## src/rtl/rxq_pkg.sv

```systemverilog
package rxq_pkg;

  localparam int STAT_W         = 8;
  localparam int STAT_EMPTY_BIT = 6;
  localparam int STAT_FULL_BIT  = 5;

  typedef enum logic [1:0] {
    OP_IDLE = 2'b00,
    OP_POP  = 2'b01,
    OP_PUSH = 2'b10,
    OP_BOTH = 2'b11
  } rxq_op_e;

  // zero-based occupancy readout: count-1, floored at zero
  function automatic int unsigned occ_readout(int unsigned n);
    return (n == 0) ? 0 : n - 1;
  endfunction

  // event rule for a zero-based level value
  function automatic logic level_reached(int unsigned n, int unsigned lvl);
    return (n >= lvl + 1);
  endfunction

  // level values beyond the last slot are held at the last slot
  function automatic int unsigned clamp_level(int unsigned v, int unsigned depth);
    return (v > depth - 1) ? depth - 1 : v;
  endfunction

endpackage

```

## src/rtl/rxq_occupancy.sv

```systemverilog
module rxq_occupancy #(
  parameter int DEPTH = 16,
  localparam int CW = $clog2(DEPTH + 1)
) (
  input  logic          clk,
  input  logic          rst_n,
  input  logic          push_req,
  input  logic          pop_req,
  output logic          push_fire,
  output logic          pop_fire,
  output logic [CW-1:0] count,
  output logic          is_empty,
  output logic          is_full,
  output logic          overflow
);
  import rxq_pkg::*;

  rxq_op_e op;

  assign is_empty  = (count == '0);
  assign is_full   = (count == CW'(DEPTH));
  assign pop_fire  = pop_req && !is_empty;
  assign push_fire = push_req && (!is_full || pop_fire);
  assign op        = rxq_op_e'({push_fire, pop_fire});

  always_ff @(posedge clk) begin
    if (!rst_n) begin
      count    <= '0;
      overflow <= 1'b0;
    end else begin
      case (op)
        OP_PUSH: count <= count + CW'(1);
        OP_POP:  count <= count - CW'(1);
        default: count <= count;
      endcase
      if (push_req && !push_fire) overflow <= 1'b1;
    end
  end

  assert_no_overflow_R3: assert property (@(posedge clk) disable iff (!rst_n)
    count <= CW'(DEPTH));

  assert_drop_at_full_R4: assert property (@(posedge clk) disable iff (!rst_n)
    (is_full && push_req && !pop_req) |=> (is_full && overflow));

  assert_sticky_ovf_R4: assert property (@(posedge clk) disable iff (!rst_n)
    overflow |=> overflow);

  assert_empty_pop_R5: assert property (@(posedge clk) disable iff (!rst_n)
    (is_empty && pop_req && !push_req) |=> is_empty);

  assert_both_stable_R10: assert property (@(posedge clk) disable iff (!rst_n)
    (push_fire && pop_fire) |=> $stable(count));

endmodule

```

## src/rtl/rxq_store.sv

```systemverilog
module rxq_store #(
  parameter int DEPTH = 16,
  parameter int DW    = 8,
  localparam int PW = (DEPTH > 1) ? $clog2(DEPTH) : 1
) (
  input  logic          clk,
  input  logic          rst_n,
  input  logic          push_fire,
  input  logic [DW-1:0] push_data,
  input  logic          pop_fire,
  output logic [DW-1:0] pop_data
);

  logic [DW-1:0] mem [DEPTH];
  logic [PW-1:0] wr_ptr, rd_ptr;
  logic [PW-1:0] wr_nxt, rd_nxt;

  generate
    if ((1 << PW) == DEPTH) begin : g_pow2
      assign wr_nxt = wr_ptr + PW'(1);
      assign rd_nxt = rd_ptr + PW'(1);
    end else begin : g_wrap
      assign wr_nxt = (wr_ptr == PW'(DEPTH - 1)) ? '0 : wr_ptr + PW'(1);
      assign rd_nxt = (rd_ptr == PW'(DEPTH - 1)) ? '0 : rd_ptr + PW'(1);
    end
  endgenerate

  always_ff @(posedge clk) begin
    if (push_fire) mem[wr_ptr] <= push_data;
  end

  always_ff @(posedge clk) begin
    if (!rst_n) begin
      wr_ptr   <= '0;
      rd_ptr   <= '0;
      pop_data <= '0;
    end else begin
      if (push_fire) wr_ptr <= wr_nxt;
      if (pop_fire) begin
        rd_ptr   <= rd_nxt;
        pop_data <= mem[rd_ptr];
      end
    end
  end

  assert_hold_data_R5: assert property (@(posedge clk) disable iff (!rst_n)
    !pop_fire |=> $stable(pop_data));

  assert_rd_still_R5: assert property (@(posedge clk) disable iff (!rst_n)
    !pop_fire |=> $stable(rd_ptr));

endmodule

```

## src/rtl/rxq_level.sv

```systemverilog
module rxq_level #(
  parameter int DEPTH = 16,
  localparam int CW = $clog2(DEPTH + 1),
  localparam int PW = (DEPTH > 1) ? $clog2(DEPTH) : 1
) (
  input  logic          clk,
  input  logic          rst_n,
  input  logic          wr,
  input  logic [PW-1:0] wdata,
  input  logic [CW-1:0] count,
  output logic [PW-1:0] level_q,
  output logic          hit
);
  import rxq_pkg::*;

  always_ff @(posedge clk) begin
    if (!rst_n) level_q <= PW'(DEPTH - 1);
    else if (wr) level_q <= PW'(clamp_level(int'(wdata), DEPTH));
  end

  assign hit = level_reached(int'(count), int'(level_q));

  assert_hit_needs_data_R7: assert property (@(posedge clk) disable iff (!rst_n)
    hit |-> (count != '0));

  assert_level_load_R8: assert property (@(posedge clk) disable iff (!rst_n)
    !wr |=> $stable(level_q));

endmodule

```

## src/rtl/rxq_watermark_fifo.sv

```systemverilog
module rxq_watermark_fifo #(
  parameter int DEPTH = 16,
  parameter int DW    = 8,
  localparam int CW = $clog2(DEPTH + 1),
  localparam int PW = (DEPTH > 1) ? $clog2(DEPTH) : 1
) (
  input  logic                   clk,
  input  logic                   rst_n,
  input  logic                   in_valid,
  input  logic [DW-1:0]          in_byte,
  input  logic                   host_pop,
  output logic [DW-1:0]          rd_byte,
  input  logic                   wm_we,
  input  logic [PW-1:0]          wm_wdata,
  output logic [PW-1:0]          wm_value,
  output logic [PW-1:0]          occ_code,
  output logic [rxq_pkg::STAT_W-1:0] status_flags,
  output logic                   rx_level_event,
  output logic                   overflow_flag
);
  import rxq_pkg::*;

  logic          push_fire, pop_fire;
  logic [CW-1:0] count;
  logic          is_empty, is_full;

  rxq_occupancy #(.DEPTH(DEPTH)) u_occ (
    .clk(clk), .rst_n(rst_n),
    .push_req(in_valid), .pop_req(host_pop),
    .push_fire(push_fire), .pop_fire(pop_fire),
    .count(count), .is_empty(is_empty), .is_full(is_full),
    .overflow(overflow_flag)
  );

  rxq_store #(.DEPTH(DEPTH), .DW(DW)) u_store (
    .clk(clk), .rst_n(rst_n),
    .push_fire(push_fire), .push_data(in_byte),
    .pop_fire(pop_fire), .pop_data(rd_byte)
  );

  rxq_level #(.DEPTH(DEPTH)) u_lvl (
    .clk(clk), .rst_n(rst_n),
    .wr(wm_we), .wdata(wm_wdata), .count(count),
    .level_q(wm_value), .hit(rx_level_event)
  );

  assign occ_code = PW'(occ_readout(int'(count)));

  always_comb begin
    status_flags                 = '0;
    status_flags[STAT_EMPTY_BIT] = is_empty;
    status_flags[STAT_FULL_BIT]  = is_full;
  end

  assert_empty_occ_R6: assert property (@(posedge clk) disable iff (!rst_n)
    status_flags[STAT_EMPTY_BIT] |-> (occ_code == '0));

  assert_flags_excl_R9: assert property (@(posedge clk) disable iff (!rst_n)
    $countones(status_flags) == 1 || (status_flags == '0));

  assert_full_event_R7: assert property (@(posedge clk) disable iff (!rst_n)
    status_flags[STAT_FULL_BIT] |-> rx_level_event);

endmodule

```

## config.mk

```make
export PLATFORM = sky130hd
export DESIGN_NAME = rxq_watermark_fifo
export DESIGN_NICKNAME = d
export VERILOG_FILES = /design/src/rtl/rxq_pkg.sv /design/src/rtl/rxq_occupancy.sv /design/src/rtl/rxq_store.sv /design/src/rtl/rxq_level.sv /design/src/rtl/rxq_watermark_fifo.sv
export SDC_FILE = /design/constraint.sdc
export NUM_CORES = 1
export LEC_CHECK = 0
export BUFFER_PORTS_ARGS = -buffer_cell sky130_fd_sc_hd__buf_4
export CELL_PAD_IN_SITES_DETAIL_PLACEMENT = 1
export CELL_PAD_IN_SITES_GLOBAL_PLACEMENT = 1
export CORE_MARGIN = 2
export CORE_UTILIZATION = 51
export DETAILED_ROUTE_END_ITERATION = 16
export GPL_TIMING_DRIVEN = 1
export PLACE_DENSITY_LB_ADDON = 0.1
export RECOVER_POWER = 50
export SLEW_MARGIN = 40
export SYNTH_ARGS = -nofsm -noshare
export SYNTH_HDL_FRONTEND = slang
export SYNTH_SLANG_ARGS = --single-unit
```

## constraint.sdc

```tcl
create_clock -name clk -period 3.3 [get_ports clk]
set_input_delay 0.33 -clock clk [delete_from_list [all_inputs] [get_ports clk]]
set_output_delay 0.33 -clock clk [all_outputs]
set_load 0.01 [all_outputs]
```

Word-level counts from Yosys, hierarchy flattened. Memory sizes are Yosys's and may differ from the RTL's. A register that Yosys moved wholly into a read port is not among the register bits. Cells that the tools add are included.

Register bits: 18. Memory bits (writable): 128. Input bits: 17. Word-level logic and storage cells: 30. Memories kept: 1.

Add/sub/neg operators: 6. Magnitude comparators: 1. Equality and inequality tests: 3. Mux-type cells: 4. Reduce and logical (&&, ||, !) cells: 10.

Memory list: u_store.mem (words 16, bits a word 8, read ports 1, clocked after memory_dff 1, wr ports 1, line rxq_store.sv:14) `logic [DW-1:0] mem [DEPTH];`.

Operators by type and width (count): $pmux W5 S2 (1); $add A4 B1 Y4 const B (2); $add A4 B1 Y5 const B (1); $add A5 B1 Y5 const B (1); $eq A5 B5 Y1 const B (1); $ge A5 B5 Y1 (1); $logic_not A5 Y1 (1); $sub A5 B1 Y5 const B (1); $logic_not A1 Y1 (4); $mux W4 (1); $sub A4 B1 Y4 const B (1); $logic_and A1 B1 Y1 (3); $eq A2 B1 Y1 const B (1); $eq A2 B2 Y1 const B (1); $mux W1 (2); $reduce_bool A2 Y1 (1); $logic_or A1 B1 Y1 (1).

Depth between registers and ports, before layout.
Word-level depth: 7. Gate-level depth with buffers: 11. Gate-level depth less buffers: 11.

Modules after synthesis. Synthesis repeated with hierarchy kept, for this count alone.

Cell total of the unflattened synthesis: 414. Area total of the unflattened synthesis: 6560.0 sq um.

By module, submodules not included: rxq_store (times used 1, cells each 304, area each 5654.2 sq um, sequential area each 4164.0 sq um); rxq_occupancy (times used 1, cells each 54, area each 456.7 sq um, sequential area each 120.1 sq um); rxq_level (times used 1, cells each 32, area each 291.5 sq um, sequential area each 80.1 sq um); rxq_watermark_fifo (times used 1, cells each 24, area each 157.7 sq um, sequential area each 0.0 sq um).

Worst setup path before layout. OpenSTA, ideal clock, no wires.

Kind: reg-to-reg. Start: register u_occ.count[0]. End: memory u_store.mem[3][0], enable pin. Setup time: 383 ps. Arrival time: 2010 ps. Data required time: 2917 ps. Slack: 907 ps. Cell stages (with the launch flop): 7. Path buffers: 0. Cell sequence: dfxtp_1 -> inv_1 -> ha_1 -> nor3b_2 -> a31oi_2 -> nand2_1 -> nor3_1.

Word-level cells in the longest chain between the ends: 7. Elaborated cells on any way between the ends: 9. Those cells by class: eq/ne (1); mux (2); reduce/logical (6).

Ends and longest elaborated chain: start, declared (line rxq_occupancy.sv:11) `output logic [CW-1:0] count,`; start signal, assigned (line rxq_occupancy.sv:32) `OP_PUSH: count <= count + CW'(1);`; start signal, assigned (line rxq_occupancy.sv:33) `OP_POP: count <= count - CW'(1);`; start signal, assigned (line rxq_occupancy.sv:34) `default: count <= count;`; $logic_not A5 Y1 (line rxq_occupancy.sv:20) `assign is_empty = (count == '0);`; $logic_not A1 Y1 (line rxq_occupancy.sv:22) `assign pop_fire = pop_req && !is_empty;`; $logic_and A1 B1 Y1 (line rxq_occupancy.sv:22); $logic_or A1 B1 Y1 * (line rxq_occupancy.sv:23) `assign push_fire = push_req && (!is_full || pop_fire);`; $logic_and A1 B1 Y1 * (line rxq_occupancy.sv:23); $mux W1 * (line rxq_store.sv:29) `if (push_fire) mem[wr_ptr] <= push_data;`; $mux W1 (implied by the code) * (line rxq_store.sv:29); end, declared (line rxq_store.sv:14).

Mark *: on every way between the ends. The rest lies on a longest branch, timed or not.

Worst setup path in the final report.
Start: register u_occ.count[0]. End: register u_occ.count[4].

Word-level cells in the longest chain between the ends: 7. Elaborated cells on any way between the ends: 13. Those cells by class: add/sub (2); eq/ne (3); mux (1); reduce/logical (7).

Ends and longest elaborated chain: $logic_not A5 Y1 (line rxq_occupancy.sv:20); $logic_not A1 Y1 (line rxq_occupancy.sv:22); $logic_and A1 B1 Y1 (line rxq_occupancy.sv:22); $logic_or A1 B1 Y1 (line rxq_occupancy.sv:23); $logic_and A1 B1 Y1 (line rxq_occupancy.sv:23); $eq A2 B1 Y1 / $eq A2 B2 Y1 (equally long branches) (line rxq_occupancy.sv:31) `case (op)`; $pmux W5 S2 / $reduce_bool A2 Y1 (equally long branches).

Parallel ways exist; a longest one is shown, timed or not. A chain may end at the register's enable or synchronous reset.

==> impl_metrics.toml <==
[hold_path]
hold_path_class = "in2reg"

[detailed_routing]
via_per_inst = 5.67
first_pass_iters = 4
ant_nets = 0
routed-via-count = 3450
wl_mm = 14.6
wl_per_cell_microns = 24.0
drc = 0
drt_iter0_drc = 288

[synth]
synth_warnings = 0
synth_compound_area_share_pct = 3.74
syn_area_per_cell_sq_um = 17.0
netlist_instances = 380
synth_edf_count = 128
synthXorXnorAreaFrac_pct = 1.63
yosys.area.top_type = "edfxtp_1"
syn_area_sq_um = 6460
synthMuxAreaShare_pct = 14.4
synthAdderAreaFrac_pct = 3.41
ys_top_cells_by_area = "edfxtp_1 60%, mux4_2 11%, dfxtp_1 8.1%"
synth.distinct_cells = 41
synth_top_area_share_pct = 59.5
yosysSeqAreaShare_pct = 67.6
synthSimpleGateAreaFrac_pct = 6.20
synthArstFlopShare_pct = 0
synthFlopType = "edfxtp_1"
synth_top_family_by_area = "multiplexers"
ys_ff_latch = 154

[clocking]
cts_setup_buffers = 0
clock_latency_ns = 0.43
cts_tree = "done"
cts_max_level = 4
cts.sinks = 154
cts_hold_buffers = 0
clock_path_buffers = 2
cts_buffers = 17
post_cts_resized = 0
cts_root_buf = "clkbuf_16"
clk_pin_slew_worst_paths_ns = 0.06

[timing]
timing.fmax_mhz = 348
clock_skew_ns = 0.00887
fin_crit_sh_pct = 87.2
min_period_ns = 2.88
hold_viol_final = 0
maxSlewViolCount = 0
rsz0062_at_grt = "false"
maxSlewHeadroom_pct = 27.9
max_slew.worst_pin.slew_ns = 1.08
setup_tns_ns = 0
whs_ns = 0.122
setup_viol = 0

[cells_and_area]
nNetsFinal = 458
fillers = 1138
ff_latch_area_sq_um = 4370
area.growth.synth_to_final_pct = 14.7
post_route_cells_drive_above_1_share_pct = 23.3
n_antenna_cell = 0
layoutNonFillerInstCount = 609
multi_input_area_sq_um = 1920

[global_route]
overflow = 0
grt_use_total_pct = 23.6
grt_pass1_vias = 3693
grt_pass1_wl_mm = 22.0
grt_antenna_before_repair = 0
grt_max_degree = 35

[placement]
portBuffers = 36
place_hpwl_mm = 9.61
gp_congestion = 0.839
dp_cells = 577

[critical_path]
cp-start-kind = "register"
crit_chain = "inv_1 > ha_1 > nor4b_4 > nor3_2 > ha_1 > nor2b_1 > o21ai_0 > a21boi_0 > nand3b_1 > a31oi_1"
critPathBufInv = 1
critPathArrivalTime_ns = 3.23
critPathMostFrequentCell = "ha_1"
path_delay_family = "simple AND/OR/NAND/NOR gates"
cp_max_fo = 8
critPathCaptureType = "register"
cp_slowest_cell = "nor4b_4"
cp_slowest_stage_delay_ns = 0.46
worstSetupPathType = "reg2reg"
cp.required_ns = 3.65

[pwr]
power_frac_comb_pct = 20.5
p_per_area_nw_per_um2 = 731
power_switching_mw = 1.51
ir_drop_v = 0.000463
total_leakage_power_nw = 2.47
clockPowerShare_pct = 36.2
p_seq_share_pct = 43.3
p_sw_share_pct = 28.0
internal_power_mw = 3.90

[die]
die_h_microns = 117
io_pins = 43
die_w_microns = 117
coreArea_sq_um = 12500
rows = 41
initial_core_util_pct = 51.8
die_area_sq_um = 13600

[job]
timing.max_cap.violations = 0

[run_status]
status = "finished, final reports clean"
## state kept, by name, summed over array words and instances, names as in the netlist
signal            cells
u_store.rd_ptr        4
u_occ.overflow        1
u_store.pop_data      8
u_store.mem         128
u_occ.count           5
u_store.wr_ptr        4
u_lvl.level_q         4
## power groups by stage
stage,registers [mW],logic (mW),clock network [mW]
3_5_place_dp,2.39,1.16,0
2_1_floorplan,2.32,0.809,0
5_1_grt,2.36,1.22,2.06
3_3_place_gp,2.38,1.12,0
4_1_cts,2.35,1.17,2.00
6_report,2.34,1.11,1.96
## final cells by class
| type | instances | area share, % |
|---|---|---|
| flip-flops and latches | 154 | 58.9 |
| multi-input cells | 194 | 25.9 |
| repair buffers | 46 | 3.55 |
| clock inverters | 12 | 1.86 |
| inverters | 11 | 0.557 |
| clock buffers | 20 | 6.30 |
| well taps | 172 | 2.91 |
## synth_stat cells, drive strengths merged (4+ instances only)
cell    number
a21oi        7
buf         15
clkbuf      11
dfxtp       26
edfxtp     128
ha          16
inv         11
mux2i       21
mux4        32
nand2       13
nand2b       4
nand3       14
nor2        31
nor3         7
o221ai       8
xnor2        7
xor2         5
## final timing paths
path                                     from                            end  slack (ns)  cells past startpoint
setup / recovery  u_occ.count[0]$_SDFFE_PN0P_    u_occ.count[4]$_SDFFE_PN0P_        0.42                     10
hold / removal                    wm_wdata[3]  u_lvl.level_q[3]$_SDFFE_PN1P_        0.12                      3
setup reg to reg  u_occ.count[0]$_SDFFE_PN0P_    u_occ.count[4]$_SDFFE_PN0P_        0.42                     10
hold reg to reg   u_occ.overflow$_SDFFE_PN0P_    u_occ.overflow$_SDFFE_PN0P_        0.49                      2
## cells in the final DEF, fill, tap and decap left out, types with 2 or more instances in the layout
cell type  count
nand2_1       13
clkbuf_16     17
buf_4         24
nor3_1         6
bufinv_16      2
o21ai_0        2
nand4_1        3
ha_1          16
nor2_1        30
edfxtp_1     128
clkinv_4       3
nor2b_1        3
nand3_1       14
clkbuf_8       3
inv_1         10
mux4_2        32
xor2_1         5
mux2i_1       21
inv_6          4
a21oi_1        6
conb_1         6
clkbuf_1      22
xnor2_1        7
dfxtp_1       25
nand2b_1       4
o221ai_2       8
## worst register-to-register path, delay by kind of cell, from the launching register on
family	cells	cell delay, ns
buffers and inverters	1	0.19
DFF	1	0.34
and+or+nand+nor	4	0.98
AOI/OAI and AO/OA	3	0.75
adders and majority gates	2	0.56
## routing by layer
metal | track usage, % | vias to the layer above | wire, microns
met5 | 0 | - | 0
met2 | 38.8 | 96 | 7290
li1 | - | 1557 | -
met3 | 5.86 | 18 | 823
met4 | 8.10 | 0 | 214
met1 | 31.0 | 1779 | 6260
## through the flow
stage	utilization [%]	area, sq um	power (mW)	setup slack (ns)
after floorplan	-	6470	3.13	0.907
after global placement	55.3	6890	3.50	0.689
after detailed placement	55.3	6890	3.56	0.455
after global routing	59.4	7410	5.64	0.176
after CTS	60.1	7490	5.51	0.425
final	59.4	7410	5.41	0.423
## cells by family (layout without fill, tap and decap cells)
kind of cell / Yosys count / after routing
other: 1 / 6
XOR/XNOR: 12 / 12
AO/OA/AOI/OAI: 25 / 25
buffers and inverters: 37 / 89
flip-flops: 154 / 154
AND/OR/NAND/NOR: 81 / 81
adder cells (fa/ha/maj): 17 / 17
multiplexers: 53 / 53
Power figures use the tool's default switching activity.
